`src/rtl/divcfg_pkg.sv`:
```
package divcfg_pkg;

    // Default field widths of the divider settings.
    localparam int DEF_M_W = 9;
    localparam int DEF_N_W = 2;
    localparam int DEF_T_W = 3;

    // Edge events of a synchronized level.
    typedef struct packed {
        logic rise;
        logic fall;
    } edge_ev_t;

endpackage

```
`src/rtl/divcfg_sync.sv`:
```
module divcfg_sync #(
    parameter int WIDTH  = 1,
    parameter int STAGES = 2
) (
    input  logic             clk,
    input  logic             rst_n,
    input  logic [WIDTH-1:0] d,
    output logic [WIDTH-1:0] q
);

    logic [WIDTH-1:0] chain_q [STAGES];

    for (genvar g = 0; g < STAGES; g++) begin : g_stage
        if (g == 0) begin : g_first
            always_ff @(posedge clk or negedge rst_n) begin
                if (!rst_n) chain_q[0] <= '0;
                else        chain_q[0] <= d;
            end
        end else begin : g_next
            always_ff @(posedge clk or negedge rst_n) begin
                if (!rst_n) chain_q[g] <= '0;
                else        chain_q[g] <= chain_q[g-1];
            end
        end
    end

    assign q = chain_q[STAGES-1];

endmodule

```
`src/rtl/divcfg_edge.sv`:
```
module divcfg_edge
    import divcfg_pkg::*;
(
    input  logic     clk,
    input  logic     rst_n,
    input  logic     lvl,
    output edge_ev_t ev
);

    logic prev_d, prev_q;

    always_comb begin
        prev_d  = lvl;
        ev.rise = lvl & ~prev_q;
        ev.fall = ~lvl & prev_q;
    end

    always_ff @(posedge clk or negedge rst_n) begin
        if (!rst_n) prev_q <= 1'b0;
        else        prev_q <= prev_d;
    end

endmodule

```
`src/rtl/divcfg_port.sv`:
```
module divcfg_port
    import divcfg_pkg::*;
#(
    parameter int M_W         = DEF_M_W,
    parameter int N_W         = DEF_N_W,
    parameter int T_W         = DEF_T_W,
    parameter int SYNC_STAGES = 2
) (
    input  logic           clk,
    input  logic           rst_n,
    input  logic           ser_mode,
    input  logic           ser_clk,
    input  logic           ser_data,
    input  logic           ser_load,
    input  logic [M_W-1:0] par_m,
    input  logic [N_W-1:0] par_n,
    output logic [M_W-1:0] m_val,
    output logic [N_W-1:0] n_val,
    output logic [T_W-1:0] t_val,
    output logic           shift_out
);

    localparam int FRAME_W = T_W + N_W + M_W;
    localparam int T_HI    = FRAME_W - 1;
    localparam int T_LO    = FRAME_W - T_W;
    localparam int N_HI    = T_LO - 1;
    localparam int N_LO    = M_W;
    localparam int PAR_W   = M_W + N_W;

    typedef struct packed {
        logic [FRAME_W-1:0] sr;
        logic [M_W-1:0]     m;
        logic [N_W-1:0]     n;
        logic [T_W-1:0]     t;
    } state_t;

    // Synchronized controls: {mode, sclk, sdata, sload}
    logic [3:0]       ctl_s;
    logic [PAR_W-1:0] par_s;
    logic             mode_s, sclk_s, data_s, sload_s;
    logic [M_W-1:0]   par_m_s;
    logic [N_W-1:0]   par_n_s;
    edge_ev_t         sclk_ev, sload_ev;

    divcfg_sync #(.WIDTH(4), .STAGES(SYNC_STAGES)) u_ctl_sync (
        .clk  (clk),
        .rst_n(rst_n),
        .d    ({ser_mode, ser_clk, ser_data, ser_load}),
        .q    (ctl_s)
    );

    divcfg_sync #(.WIDTH(PAR_W), .STAGES(SYNC_STAGES)) u_par_sync (
        .clk  (clk),
        .rst_n(rst_n),
        .d    ({par_m, par_n}),
        .q    (par_s)
    );

    assign {mode_s, sclk_s, data_s, sload_s} = ctl_s;
    assign {par_m_s, par_n_s}                = par_s;

    divcfg_edge u_sclk_edge (
        .clk  (clk),
        .rst_n(rst_n),
        .lvl  (sclk_s),
        .ev   (sclk_ev)
    );

    divcfg_edge u_sload_edge (
        .clk  (clk),
        .rst_n(rst_n),
        .lvl  (sload_s),
        .ev   (sload_ev)
    );

    state_t state_d, state_q;
    logic   shift_en, commit;

    always_comb begin
        state_d  = state_q;
        shift_en = mode_s & sclk_ev.rise;
        commit   = mode_s & sload_ev.fall;
        if (!mode_s) begin
            // Parallel path has priority: transparent M/N, T cleared.
            state_d.m = par_m_s;
            state_d.n = par_n_s;
            state_d.t = '0;
        end else begin
            if (shift_en) begin
                state_d.sr = {state_q.sr[FRAME_W-2:0], data_s};
            end
            if (commit) begin
                state_d.t = state_q.sr[T_HI:T_LO];
                state_d.n = state_q.sr[N_HI:N_LO];
                state_d.m = state_q.sr[M_W-1:0];
            end
        end
    end

    always_ff @(posedge clk or negedge rst_n) begin
        if (!rst_n) state_q <= '0;
        else        state_q <= state_d;
    end

    logic [FRAME_W-1:0] sr_q;
    assign sr_q      = state_q.sr;
    assign m_val     = state_q.m;
    assign n_val     = state_q.n;
    assign t_val     = state_q.t;
    assign shift_out = state_q.sr[FRAME_W-1];

endmodule

```
`config.mk`:
```
export PLATFORM = sky130hd
export DESIGN_NAME = divcfg_port
export DESIGN_NICKNAME = d
export VERILOG_FILES = /design/src/rtl/divcfg_pkg.sv /design/src/rtl/divcfg_sync.sv /design/src/rtl/divcfg_edge.sv /design/src/rtl/divcfg_port.sv
export SDC_FILE = /design/constraint.sdc
export NUM_CORES = 1
export LEC_CHECK = 0
export BUFFER_PORTS_ARGS = -buffer_cell sky130_fd_sc_hd__clkbuf_2
export CAP_MARGIN = 25
export CORE_AREA = 2 2 68 70
export CTS_CLUSTER_DIAMETER = 30
export DETAILED_ROUTE_END_ITERATION = 7
export DIE_AREA = 0 0 70 72
export PLACE_DENSITY = 0.75
export SKIP_CTS_REPAIR_TIMING = 1
export SLEW_MARGIN = 20
export SYNTH_ARGS = -nofsm -noshare
export SYNTH_HDL_FRONTEND = slang
export SYNTH_SLANG_ARGS = --single-unit
```
`constraint.sdc`:
```
create_clock -name clk -period 1.2 [get_ports clk]
set_input_delay 0.12 -clock clk [delete_from_list [all_inputs] [get_ports clk]]
set_output_delay 0.12 -clock clk [all_outputs]
set_load 0.005 [all_outputs]
```
==> key figures <==
Synth
  – Main synth FF type: dfrtp_1
  – Synth area leaders: dfrtp_1 74%, mux2_4 7.4%, mux2i_1 6.9%
  – Yosys cell types: 12
  – Yosys warns: 0
  – Share of async-settable or async-resettable flops after synthesis: 100%
  – Seq/Total Area, Yosys: 74.2%
  – Synth Net Count: 138
  – Most frequent cells after synthesis: 60 x dfrtp_1, 14 x mux2i_1, 11 x a21oi_1, 11 x nor2_1, 10 x mux2_4
  – Syn Inst Count: between 100 and 150
  – Top cell type's share of synthesized area: 74.2%
  – Syn avg cell area: 16.7 µm²
  – EDFF count, synth: 0
  – Yosys top cell by area: dfrtp_1
  – Synth Cell Area: ~2000 µm²
  – Most frequent cell after synthesis: dfrtp_1
  – FF+latch count, synth: 60

Worst setup path
  – CP Max Fanout: 14
  – WP buf/inv: 0
  – CP Launch Point: u_sclk_edge.prev_q
  – Setup crit end kind: flip-flop
  – Critical path class: flip-flop to flip-flop
  – Crit path DAT: 1.35 ns
  – Critical Path Sink: sr_q[6]
  – Worst path max stage delay: 0.37 ns
  – Critical Path Stages: 2
  – Reg-to-reg slack, setup: 0.05 ns
  – Critical path cell sequence: nand3b_4 > mux2_4
  – Reg2reg start: u_sclk_edge.prev_q
  – R2R depth: 2
  – Slowest CP cell: mux2_4
  – Worst EP required: 1.41 ns
  – Crit start category: flip-flop
  – Worst reg2reg endpoint: sr_q[6]
  – Largest delay contributor family on the critical path: multiplexers

CTS
  – CTS tree: built
  – Clock latency on the worst-skew pair: 0.32 ns
  – Clock sink count: 60
  – Root Buffer: clkbuf_8
  – Clk buf depth: 2
  – # H-tree levels: 3
  – Clock-pin slew of the registers on the worst-case setup and hold paths: 0.06 ns
  – CTS Buf Count: 9

Power
  – Peak VDD IR: between 1000 and 1500 µV
  – Power per cell area: 1840 nW/µm²
  – LEAKAGE: around 1.3 nW

Floorplanning
  – Starting Density: 47.4%
  – Die Ht: 72 µm
  – Die boundary width: roughly 70 µm
  – FP Rows: 24
  – IO Pins: 32
  – Core ar.: 4260 µm²
  – Full die area: 5040 µm²

Route
  – Post-route ant nets: 0
  – Vias: between 1000 and 1500
  – DR WL/cell: 13.6 µm
  – Drt first-iter violations: 17
  – Routed vias/inst: 4.59
  – Drt total wl: 3160 µm
  – Remaining DRCs: 0
  – Router iterations before antenna repair: 4

Layout
  – Antenna Cells: 0
  – Fill count: approximately 320
  – Area of all placed cells without fillers: 2630 µm²
  – Final net count: between 150 and 200
  – Fin cells: ~230
  – Layout cell share with drive strength beyond 1: 35.9%
  – Area Growth Syn to Fin: 29.9%

Place
  – Dpl cells: ~200
  – DP HPWL: 1940 µm
  – Dpl cell area: 2250 µm²
  – Port Buf Inserts: 31
  – Gp weighted congestion: 0.728

STA
  – Max Freq: 873 MHz
  – Slew headroom: about four fifths
  – Setup violators final: 0
  – Max Clock Skew: 0.00608 ns
  – Final hold vios: 0
  – Setup TNS: 0 ns
  – Final Slew Violations: 0
  – Worst hold margin: approximately 0.35 ns
  – Worst-Margin Slew: slightly above 0.3 ns
  – Crit share post-route: 95.4%
  – Minimum clock period: 1.15 ns
  – RSZ-0062 raised after global routing: false

Job
  – Max-cap violations: 0

Global route
  – Largest net degree at the start of global routing: between 60 and 70
  – GR Overflow Total: 0
  – GRT Total Usage: 13.5%
  – Vias in the first global route: 1069
  – Initial antenna violation count: 0
  – First-pass GRT wire length: 4950 µm

Hold path
  – Worst hold-check path type: flip-flop to flip-flop

Outcome
  – Status: completed
[flip-flops by register name (all words and copies together), names as in the netlist]
register and cells:
sr_q 14, u_par_sync.chain_q 11, u_par_sync.q 11, m_val 9, u_ctl_sync.chain_q 4, u_ctl_sync.q 4, t_val 3, n_val 2
u_sclk_edge.prev_q 1, u_sload_edge.prev_q 1
[cell usage in the layout, fill, tap and decap left out]
cell / count
dfrtp_1: 60
bufinv_16: 1
nor2_1: 11
clkinv_2: 1
nand3b_4: 1
clkinvlp_4: 1
buf_12: 2
buf_4: 1
nor2b_1: 3
mux2i_1: 14
mux2_2: 4
dlygate4sd3_1: 16
clkbuf_8: 13
mux2_4: 10
nand2b_1: 1
a21oi_1: 11
clkbuf_2: 31
[worst min path at each step]
| stage | start | end | slack, ns | cells past startpoint |
|---|---|---|---|---|
| after CTS | rst_n | u_sclk_edge.prev_q | -0.21 | 2 |
| after detailed placement | rst_n | u_ctl_sync.chain_q[7] | 0.15 | 2 |
| after global routing | u_ctl_sync.chain_q[6] | u_ctl_sync.q[2] | 0.35 | 0 |
| final | u_ctl_sync.chain_q[6] | u_ctl_sync.q[2] | 0.35 | 0 |
| after global placement | rst_n | u_ctl_sync.chain_q[6] | 0.14 | 2 |
| after floorplan | rst_n | m_val[0] | -0.18 | 0 |
[through the flow]
| step | power, mW | worst slack (ns) | util, % |
|---|---|---|---|
| after global placement | 2.88 | 0.0840 | 52.7 |
| final | 4.84 | 0.0548 | 61.6 |
| after CTS | 4.85 | 0.0403 | 57.9 |
| after detailed placement | 2.92 | 0.0429 | 52.7 |
| after floorplan | 2.71 | 0.0265 | - |
| after global routing | 5.04 | 0.0135 | 61.6 |
[report_power, final]
part	internal, mW	total [mW]	leakage (nW)	switching (mW)
Clock	1.18	1.91	0.112	0.733
Combinational	0.320	0.502	0.502	0.182
Sequential	2.26	2.42	0.723	0.162
[worst reg2reg max path: stages (launching register included)]
cell and delay (ns):
dfrtp_1 0.36, nand3b_4 0.30, mux2_4 0.37
[kinds of logic (layout without fill, tap and decap cells)]
group                  after synthesis  after routing  share of synthesized area [%]
DFF                                 60             60                           74.2
muxes                               28             28                           16.6
and+or+nand+nor                     16             16                           4.27
AOI/OAI and AO/OA                   11             11                           2.72
buffers and inverters                6             66                           2.23
[area by class of cell]
cell class                 count  area [µm²]  share of cell area (%)
sequential                    60        1500                    57.1
multi-input combinational     55         477                    18.1
timing repair buffer          50         363                    13.8
clock buffer                  13         179                    6.81
tap                           52        65.1                    2.48
clock inverter                 3        42.5                    1.62
[routing by layer]
layer	vias to the layer above	GRT usage (%)	part of all wire (%)	wire [µm]
met5	-	0	0	0
met4	0	7.05	1.2	38
met3	4	5.69	4.4	139
met2	26	21.3	52	1650
met1	523	15.9	42	1340
li1	516	-	-	-
Note: power is estimated with default switching activity, not from simulation.
